==> config.mk <==
export PLATFORM = sky130hd
export DESIGN_NAME = interval_counter
export DESIGN_NICKNAME = d
export VERILOG_FILES = /design/src/rtl/ivc_pkg.sv /design/src/rtl/ivc_gate_edge.sv /design/src/rtl/ivc_cfg.sv /design/src/rtl/ivc_core.sv /design/src/rtl/interval_counter.sv
export SDC_FILE = /design/constraint.sdc
export NUM_CORES = 1
export LEC_CHECK = 0
export BUFFER_PORTS_ARGS = -buffer_cell sky130_fd_sc_hd__clkbuf_2
export CAP_MARGIN = 20
export CORE_MARGIN = 1
export CORE_UTILIZATION = 45
export DETAILED_ROUTE_END_ITERATION = 10
export GPL_ROUTABILITY_DRIVEN = 0
export SETUP_SLACK_MARGIN = 0.05
export SYNTH_ARGS = -nofsm -noshare
export SYNTH_HDL_FRONTEND = slang
export SYNTH_HIERARCHICAL = 1
export SYNTH_SLANG_ARGS = --single-unit
==> constraint.sdc <==
create_clock -name clk -period 5.7 [get_ports clk]
set_input_delay 0.285 -clock clk [delete_from_list [all_inputs] [get_ports clk]]
set_output_delay 0.285 -clock clk [all_outputs]
set_load 0.005 [all_outputs]
==> src/rtl/ivc_pkg.sv <==
package ivc_pkg;

  localparam int CW     = 16;
  localparam int XW     = CW + 1;
  localparam int DIGITS = CW / 4;

  typedef logic [XW-1:0] ext_t;

  typedef enum logic [2:0] {
    M_TERM     = 3'd0,
    M_ONESHOT  = 3'd1,
    M_RATE     = 3'd2,
    M_SQUARE   = 3'd3,
    M_SWSTROBE = 3'd4,
    M_HWSTROBE = 3'd5
  } mode_e;

  typedef struct packed {
    mode_e mode;
    logic  bcd;
    logic  bad;
    ext_t  init;
  } cfg_t;

  localparam ext_t EXT_MAX = ext_t'(1) << CW;

  function automatic ext_t bcd_top();
    ext_t r;
    r = '0;
    for (int i = 0; i < DIGITS; i++) r[4*i +: 4] = 4'd9;
    return r;
  endfunction

  function automatic ext_t step_down(ext_t v, logic bcd);
    ext_t r;
    logic borrow;
    r      = v;
    borrow = 1'b1;
    if (v[CW-1:0] == '0) begin
      r = bcd ? bcd_top() : ext_t'({CW{1'b1}});
    end else if (!bcd) begin
      r = v - ext_t'(1);
    end else begin
      for (int i = 0; i < DIGITS; i++) begin
        if (borrow) begin
          if (r[4*i +: 4] == 4'd0) begin
            r[4*i +: 4] = 4'd9;
          end else begin
            r[4*i +: 4] = r[4*i +: 4] - 4'd1;
            borrow      = 1'b0;
          end
        end
      end
    end
    r[CW] = 1'b0;
    return r;
  endfunction

  function automatic ext_t step_up(ext_t v, logic bcd);
    ext_t r;
    logic carry;
    r     = v;
    carry = 1'b1;
    if (!bcd) begin
      r = v + ext_t'(1);
    end else begin
      for (int i = 0; i < DIGITS; i++) begin
        if (carry) begin
          if (r[4*i +: 4] >= 4'd9) begin
            r[4*i +: 4] = 4'd0;
          end else begin
            r[4*i +: 4] = r[4*i +: 4] + 4'd1;
            carry       = 1'b0;
          end
        end
      end
      r[CW] = carry;
    end
    return r;
  endfunction

endpackage

==> src/rtl/ivc_gate_edge.sv <==
module ivc_gate_edge (
  input  logic clk,
  input  logic rst_n,
  input  logic gate_i,
  output logic rise_o
);

  logic gate_q, gate_d;

  always_comb begin
    gate_d = gate_i;
    rise_o = gate_i & ~gate_q;
  end

  always_ff @(posedge clk or negedge rst_n) begin
    if (!rst_n) gate_q <= 1'b0;
    else        gate_q <= gate_d;
  end

endmodule

==> src/rtl/ivc_cfg.sv <==
module ivc_cfg
  import ivc_pkg::*;
(
  input  logic          clk,
  input  logic          rst_n,
  input  logic          load_stb,
  input  logic [CW-1:0] load_val,
  input  logic [2:0]    mode_sel,
  input  logic          bcd_sel,
  input  logic          mode_bad,
  output cfg_t          cfg_now,
  output mode_e         mode_r,
  output logic          bad_r
);

  cfg_t cfg_q, cfg_d;
  logic out_of_range;

  always_comb begin
    out_of_range = (mode_sel > 3'd5);
    cfg_d        = cfg_q;
    if (load_stb) begin
      cfg_d.mode = out_of_range ? M_TERM : mode_e'(mode_sel);
      cfg_d.bcd  = bcd_sel;
      cfg_d.bad  = mode_bad | out_of_range;
      cfg_d.init = (load_val == '0) ? EXT_MAX : {1'b0, load_val};
    end
    cfg_now = cfg_d;
    mode_r  = cfg_q.mode;
    bad_r   = cfg_q.bad;
  end

  always_ff @(posedge clk or negedge rst_n) begin
    if (!rst_n) begin
      cfg_q.mode <= M_TERM;
      cfg_q.bcd  <= 1'b0;
      cfg_q.bad  <= 1'b1;
      cfg_q.init <= EXT_MAX;
    end else begin
      cfg_q <= cfg_d;
    end
  end

endmodule

==> src/rtl/ivc_core.sv <==
module ivc_core
  import ivc_pkg::*;
(
  input  logic clk,
  input  logic rst_n,
  input  logic tick_en,
  input  logic gate_i,
  input  logic gate_rise,
  input  logic load_stb,
  input  cfg_t cfg,
  output ext_t cnt_o,
  output logic out_o
);

  ext_t c_q, c_d;
  logic out_q, out_d;
  logic done_q, done_d;
  logic run_q, run_d;

  logic retrig, lvl_gated, waits_trig, step, at_one;
  ext_t dec1, dec2, hi_rl, lo_rl, start_val;

  // decode and datapath helpers
  always_comb begin
    retrig     = (cfg.mode == M_ONESHOT) || (cfg.mode == M_RATE) ||
                 (cfg.mode == M_SQUARE)  || (cfg.mode == M_HWSTROBE);
    lvl_gated  = (cfg.mode == M_TERM)    || (cfg.mode == M_RATE) ||
                 (cfg.mode == M_SQUARE)  || (cfg.mode == M_SWSTROBE);
    waits_trig = (cfg.mode == M_ONESHOT) || (cfg.mode == M_HWSTROBE);
    step       = tick_en && run_q && (gate_i || !lvl_gated);
    at_one     = (c_q == ext_t'(1));
    dec1       = step_down(c_q, cfg.bcd);
    dec2       = step_down(dec1, cfg.bcd);
    hi_rl      = cfg.init[0] ? step_up(cfg.init, cfg.bcd)   : cfg.init;
    lo_rl      = cfg.init[0] ? step_down(cfg.init, cfg.bcd) : cfg.init;
    start_val  = (cfg.mode == M_SQUARE) ? hi_rl : cfg.init;
  end

  // next state
  always_comb begin
    c_d    = c_q;
    out_d  = out_q;
    done_d = done_q;
    run_d  = run_q;
    if (load_stb) begin
      c_d    = start_val;
      done_d = 1'b0;
      run_d  = !cfg.bad && !waits_trig;
      out_d  = !cfg.bad && ((cfg.mode == M_ONESHOT) || (cfg.mode == M_SQUARE));
    end else if (!cfg.bad && gate_rise && retrig) begin
      c_d    = start_val;
      done_d = 1'b0;
      run_d  = 1'b1;
      out_d  = (cfg.mode == M_SQUARE);
    end else if (!cfg.bad && step) begin
      unique case (cfg.mode)
        M_TERM, M_ONESHOT: begin
          c_d = dec1;
          if (at_one && !done_q) begin
            out_d  = 1'b1;
            done_d = 1'b1;
          end
        end
        M_SWSTROBE, M_HWSTROBE: begin
          c_d   = dec1;
          out_d = at_one && !done_q;
          if (at_one) done_d = 1'b1;
        end
        M_RATE: begin
          if (at_one) begin
            c_d   = cfg.init;
            out_d = 1'b1;
          end else begin
            c_d   = dec1;
            out_d = 1'b0;
          end
        end
        M_SQUARE: begin
          if (c_q <= ext_t'(2)) begin
            if (out_q && (lo_rl != '0)) begin
              c_d   = lo_rl;
              out_d = 1'b0;
            end else begin
              c_d   = hi_rl;
              out_d = 1'b1;
            end
          end else begin
            c_d = dec2;
          end
        end
        default: begin
          c_d = c_q;
        end
      endcase
    end
  end

  always_ff @(posedge clk or negedge rst_n) begin
    if (!rst_n) begin
      c_q    <= '0;
      out_q  <= 1'b0;
      done_q <= 1'b0;
      run_q  <= 1'b0;
    end else begin
      c_q    <= c_d;
      out_q  <= out_d;
      done_q <= done_d;
      run_q  <= run_d;
    end
  end

  assign cnt_o = c_q;
  assign out_o = out_q;

endmodule

==> src/rtl/interval_counter.sv <==
module interval_counter
  import ivc_pkg::*;
(
  input  logic          clk,
  input  logic          rst_n,
  input  logic          tick_en,
  input  logic          gate,
  input  logic          load_stb,
  input  logic [CW-1:0] load_val,
  input  logic [2:0]    mode_sel,
  input  logic          bcd_sel,
  input  logic          mode_bad,
  output logic [CW-1:0] count_q,
  output logic          out_q
);

  cfg_t  cfg_now;
  mode_e mode_r;
  logic  bad_r;
  logic  gate_rise;
  ext_t  cnt_ext;
  logic  out_int;

  ivc_gate_edge u_edge (
    .clk    (clk),
    .rst_n  (rst_n),
    .gate_i (gate),
    .rise_o (gate_rise)
  );

  ivc_cfg u_cfg (
    .clk      (clk),
    .rst_n    (rst_n),
    .load_stb (load_stb),
    .load_val (load_val),
    .mode_sel (mode_sel),
    .bcd_sel  (bcd_sel),
    .mode_bad (mode_bad),
    .cfg_now  (cfg_now),
    .mode_r   (mode_r),
    .bad_r    (bad_r)
  );

  ivc_core u_core (
    .clk       (clk),
    .rst_n     (rst_n),
    .tick_en   (tick_en),
    .gate_i    (gate),
    .gate_rise (gate_rise),
    .load_stb  (load_stb),
    .cfg       (cfg_now),
    .cnt_o     (cnt_ext),
    .out_o     (out_int)
  );

  assign count_q = cnt_ext[CW-1:0];
  assign out_q   = out_int;

endmodule

==> metrics.txt, run 1 <==
initial core utilization=46.62%; WP data arrival=4.77 ns; Data required, critical path=5.86 ns; RSZ-0062 raised after global routing=no; CTS H-tree depth=2; CP max FO=12; Die ar.=15030 sq um; largest net degree at the start of global routing=50; Syn-to-layout area delta=6.518%; crit-path cells=inv_1 > ha_1 > or3b_1 > nor3_1 > mux2i_1 > a22oi_1 > inv_1 > ha_1 > nand2_1 > nor4_1 > a31o_2 > and2_1 > nand4_4 > o31a_1 > a211oi_2 > o31ai_1; crit path kind=reg2reg; Post-DP HPWL=17.95 mm; Vias=7832; crit-path max cell delay=0.57 ns; PD cells=254.1 nW/um^2; PostCTS Resize Cnt=0; Placement Setup Slack=0.9819 ns; ant diodes=0; GRT overflow=0; Root Buffer=clkbuf_16; Ys Warns=6; synthesized area per cell=7.085 sq um; Startpoint Class=register; final worst-path cycle share=80.84%; 1st-pass router iterations=6; Clk Latency, worst-skew pair=0.30 ns; setup TNS=0 ns; Clock Pin Slew Worst Setup and Hold Paths=0.07 ns; worst setup margin=1.092 ns; Port Buffers=42; chip width=122.6 um; detailed-route DRC error count=0; Max Cap Viol=0; status=complete, no violations; first-pass GRT wire length=38.78 mm; Reg area=1079 sq um; Crit. End Element=register; Setup-failing EPs final=0; Hold WC Path Type=in2async; syn nets=974; number of buffers created by CTS=5; max-slew violations=0; core area=14040 sq um; final hold viol count=0; area taken by multi-input logic gates=4985 sq um; row count=43; per-cell routed wire length=22.76 um; Sink Count=43; Post-Route WL=24.99 mm; Slew HR=32.71%; hold_buf cts=0; Overall Global Routing Usage=33.29%; maximum vdd drop=111.2 uV; layout cells sized above 1=13.29%; Die Ht=122.6 um; static leakage=2.685 nW; vias in the first global route=7062; post-route minimum period=4.608 ns; CP max-delay cell=or3b_1; Pwr Total=1.772 mW; CTS tree=built; worst slew pin tran=1.001 ns; # placed instances=1090; initial antenna violation count=0; Synth Instances=924; I/O pins=43; final net count=967; Synth Cell Area=6546 sq um; vias per cell=7.133; setup bufs post-CTS=0; fin cells=1098; fill count=1427; Max clock buf depth=2; Clock Skew=0.004563 ns; maximum clock rate=217.0 MHz; remaining antenna violation count=0; drt first-iter violations=1259
[power breakdown]
group / switching (mW) / internal, mW / total [mW]
clock: 0.135 / 0.252 / 0.387
sequential: 0.101 / 0.347 / 0.448
combinational: 0.605 / 0.332 / 0.936
total: 0.841 / 0.930 / 1.77
[critical path, delay by kind of cell (launching register included)]
family                     cells  cell delay [ns]
AOI/OAI and AO/OA              5             1.08
adders and majority gates      2             0.58
buffers and inverters          2             0.30
DFF                            1             0.48
muxes                          1             0.27
and+or+nand+nor                6             1.76
[worst paths after layout]
kind                            cells past startpoint                           to  slack [ns]                         from
worst max register to register                     16  u_core/cnt_o[5]$_DFFE_PN0P_        1.09  u_core/cnt_o[0]$_DFFE_PN0P_
worst min register to register                      2    u_core/done_q$_DFFE_PN0P_        0.54    u_core/done_q$_DFFE_PN0P_
worst max-delay path                               16  u_core/cnt_o[5]$_DFFE_PN0P_        1.09  u_core/cnt_o[0]$_DFFE_PN0P_
min in group clk                                    1      u_edge/gate_q$_DFF_PN0_        0.12                         gate
worst min-delay path                                2     u_cfg/cfg_q[3]$_DFF_PN0_        0.07                        rst_n
max in group asynchronous                           2     u_cfg/cfg_q[8]$_DFF_PN0_        5.18                        rst_n
[cell usage in the layout, fill, tap and decap left out, types with 5 or more instances in the layout]
cell	instances
inv_1	40
or4_1	7
and3_1	12
and2_1	6
nand2b_1	8
nand2_1	76
mux2i_1	15
or2_2	7
dfrtp_1	41
o21ai_0	76
clkbuf_2	42
o211ai_1	18
mux2_4	12
clkbuf_16	5
ha_1	24
xor2_1	7
a32oi_1	7
xnor2_1	8
a22oi_1	7
nor3b_1	8
a211oi_1	11
o41ai_1	6
a31oi_1	20
nor3_1	28
buf_4	18
nor4_1	30
mux2_2	10
a221oi_1	8
nor2b_1	7
a21oi_1	86
o31ai_1	9
o22ai_1	8
nand3_1	36
nor2_1	86
nand4_1	16
a21o_1	6
[metal layers]
metal | GRT usage (%) | up-vias | share of wire [%]
met5 | 0 | - | 0
met4 | 11.51 | 0 | 2.8
met3 | 5.204 | 88 | 11
met2 | 50.67 | 588 | 44
met1 | 47.33 | 3659 | 43
li1 | - | 3497 | -
[registers in the layout, indices dropped and copies added, names as in the netlist]
name,flops
u_core/done_q,1
u_core/cnt_o,17
u_edge/gate_q,1
u_cfg/bad_r,1
u_core/out_o,1
u_cfg/cfg_q,18
u_core/run_q,1
u_cfg/mode_r,3
[cell type report]
type / instances / share of cell area [%]
well taps: 180 / 3.230
inverters: 40 / 2.153
multi-input cells: 767 / 71.49
clock inverters: 2 / 0.8613
repair buffers: 60 / 4.952
clock buffers: 6 / 1.848
flip-flops and latches: 43 / 15.47
[through the flow]
stage / hold WS, ns / cell area [sq um] / util, %
finish: 0.07221 / 6973 / 49.66
global route: 0.1272 / 6973 / 49.66
CTS: 0.1148 / 6973 / 49.66
detailed placement: 0.4295 / 6784 / 48.31
global placement: 0.4271 / 6784 / 48.31
floorplan: -0.01059 / 6546 / -
No activity file was read; power rests on OpenSTA's default activity.
==> run 2: changes to the inputs <==
- clock period: 5.7 -> 4 ns (I/O delays scaled with it)
==> run 2 against run 1 <==
Against the previous run: hold slack got worse by 0.070 ns; via count grew 4.7%; combinational power is 69% higher; total power rose by 45%; design area up 6.5%; sequential power increased by 27%; fmax grew 21%; register-to-register slack worse by 0.90 ns; non-clock buffer count up 62; cell count rose by 5.6%; worst setup slack lost 0.90 ns; critical endpoint is now u_core/cnt_o[11]$_DFFE_PN0P_; largest cell class unchanged; largest power group unchanged; highest routed layer unchanged.
==> metrics.txt, run 2 (same netlist as run 1, synthesis figures left out) <==
largest net degree at the start of global routing=50; maximum clock rate=262.7 MHz; Root Buffer=clkbuf_16; Final Util=52.90%; setup bufs post-CTS=0; GRT overflow=0; Overall Global Routing Usage=35.80%; Clock Skew=0.006222 ns; Die ar.=15030 sq um; crit-path cells=or4_4 > buf_4 > nor3_4 > nand3_1 > a21oi_1 > inv_1 > ha_1 > nand2_1 > a211oi_2 > nand2_1 > nor4_1 > o21ai_0 > mux2i_1 > o211ai_1 > a31oi_1; maximum vdd drop=191.0 uV; crit path kind=reg2reg; per-cell routed wire length=22.74 um; largest register by flop count=u_cfg/cfg_q; post-route minimum period=3.807 ns; Sink Count=43; layout cells sized above 1=19.08%; Post-Route WL=26.37 mm; I/O pins=43; Vias=8202; post-route cell area=7428 sq um; chip width=122.6 um; initial antenna violation count=0; PD cells=346.1 nW/um^2; crit-path max cell delay=0.60 ns; Hold WC Path Type=in2async; worst setup margin=0.1933 ns; Pwr Total=2.571 mW; Slew HR=20.11%; row count=43; met1 Use GR=50.57%; drt first-iter violations=1362; detailed-route DRC error count=0; Startpoint Class=register; final net count=1029; ant diodes=0; sw power=1.257 mW; initial core utilization=46.62%; Logic pwr share=61.5%; first-pass GRT wire length=41.50 mm; Placed Area=7262 sq um; Setup-failing EPs final=0; Max clock buf depth=2; 1st-pass router iterations=8; Worst R2R Setup Slack=0.19 ns; GRT Max-Usage Layer=met2; CTS H-tree depth=2; status=complete, no violations; hold_ws=0.002232 ns; vias in the first global route=7548; internal power=1.314 mW; Clock Pin Slew Worst Setup and Hold Paths=0.07 ns; WP data arrival=4.01 ns; Port Buffers=42; setup TNS=0 ns; Clock power frac=16.2%; fin cells=1160; Data required, critical path=4.20 ns; CP max-delay cell=or4_4; most frequent cells in the layout=a21oi_1 (86), nor2_1 (86), buf_4 (79), nand2_1 (76), o21ai_0 (76); Clk Latency, worst-skew pair=0.30 ns; Post-DP HPWL=19.76 mm; final worst-path cycle share=95.17%; fill count=1384; # placed instances=1152; CTS tree=built; vias per cell=7.071; grt met2 use=53.37%; CP most frequent cell=nand2_1; Largest register FFs=18; worst slew pin tran=1.183 ns; max-slew violations=0; static leakage=2.973 nW; Max Cap Viol=0; Placement Setup Slack=0.2157 ns; number of buffers created by CTS=5; remaining antenna violation count=0; Sw Ratio=48.89%; RSZ-0062 raised after global routing=yes; Die Ht=122.6 um; sequential power share=22.2%; final hold viol count=0; Syn-to-layout area delta=13.47%; met3 Use GR=7.760%; Crit. End Element=register; core area=14040 sq um; CP max FO=8
-- run 2: cell types whose count changed in the layout (fill, tap and decap cells not counted), sizes merged --
cell	delta
buf	+62
bufinv	-2
clkbuf	+1
clkinv	+1
-- run 2: worst paths after layout --
check / from / end / depth (start not counted)
max in group asynchronous: rst_n / u_core/cnt_o[14]$_DFFE_PN0P_ / 2
setup / recovery: u_core/cnt_o[5]$_DFFE_PN0P_ / u_core/cnt_o[11]$_DFFE_PN0P_ / 15
setup reg to reg: u_core/cnt_o[5]$_DFFE_PN0P_ / u_core/cnt_o[11]$_DFFE_PN0P_ / 15
min in group clk: gate / u_edge/gate_q$_DFF_PN0_ / 1
hold reg to reg: u_core/done_q$_DFFE_PN0P_ / u_core/done_q$_DFFE_PN0P_ / 2
hold / removal: rst_n / u_cfg/cfg_q[2]$_DFF_PN0_ / 2
-- run 2: worst max-delay path: cells and delay by family, from the launching register on --
family	cells	cell delay (ns)
muxes	1	0.27
AOI/OAI and AO/OA	5	1.01
adders and majority gates	1	0.27
and+or+nand+nor	6	1.50
DFF	1	0.38
buffers and inverters	2	0.26
-- run 2: power groups by stage --
stage	clock network [mW]	registers, mW	logic [mW]
after floorplan	0	0.554	0.989
after global placement	0	0.573	1.49
after detailed placement	0	0.575	1.51
after CTS	0.426	0.568	1.52
after global routing	0.445	0.577	1.70
final	0.418	0.571	1.58
-- run 2: what timing repair did --
item / CTS / global route
gates resized for setup: 0 / 5
endpoints found under the setup margin: 0 / 9
hold buffers: 0 / 0
-- run 2: final cells by class --
type                    instances  area (sq um)  area share (%)
clock buffers                   7         132.6           1.785
clock inverters                 1         5.005         0.06737
inverters                      40         150.1           2.021
multi-input cells             767          5014           67.49
flip-flops and latches         43          1079           14.52
well taps                     180         225.2           3.032
repair buffers                122         823.3           11.08
-- run 2: routing by layer --
| metal | up-vias | wire length [um] |
|---|---|---|
| met1 | 3841 | 11010 |
| met4 | 0 | 851 |
| li1 | 3633 | - |
| met5 | - | 0 |
| met2 | 633 | 11200 |
| met3 | 95 | 3314 |
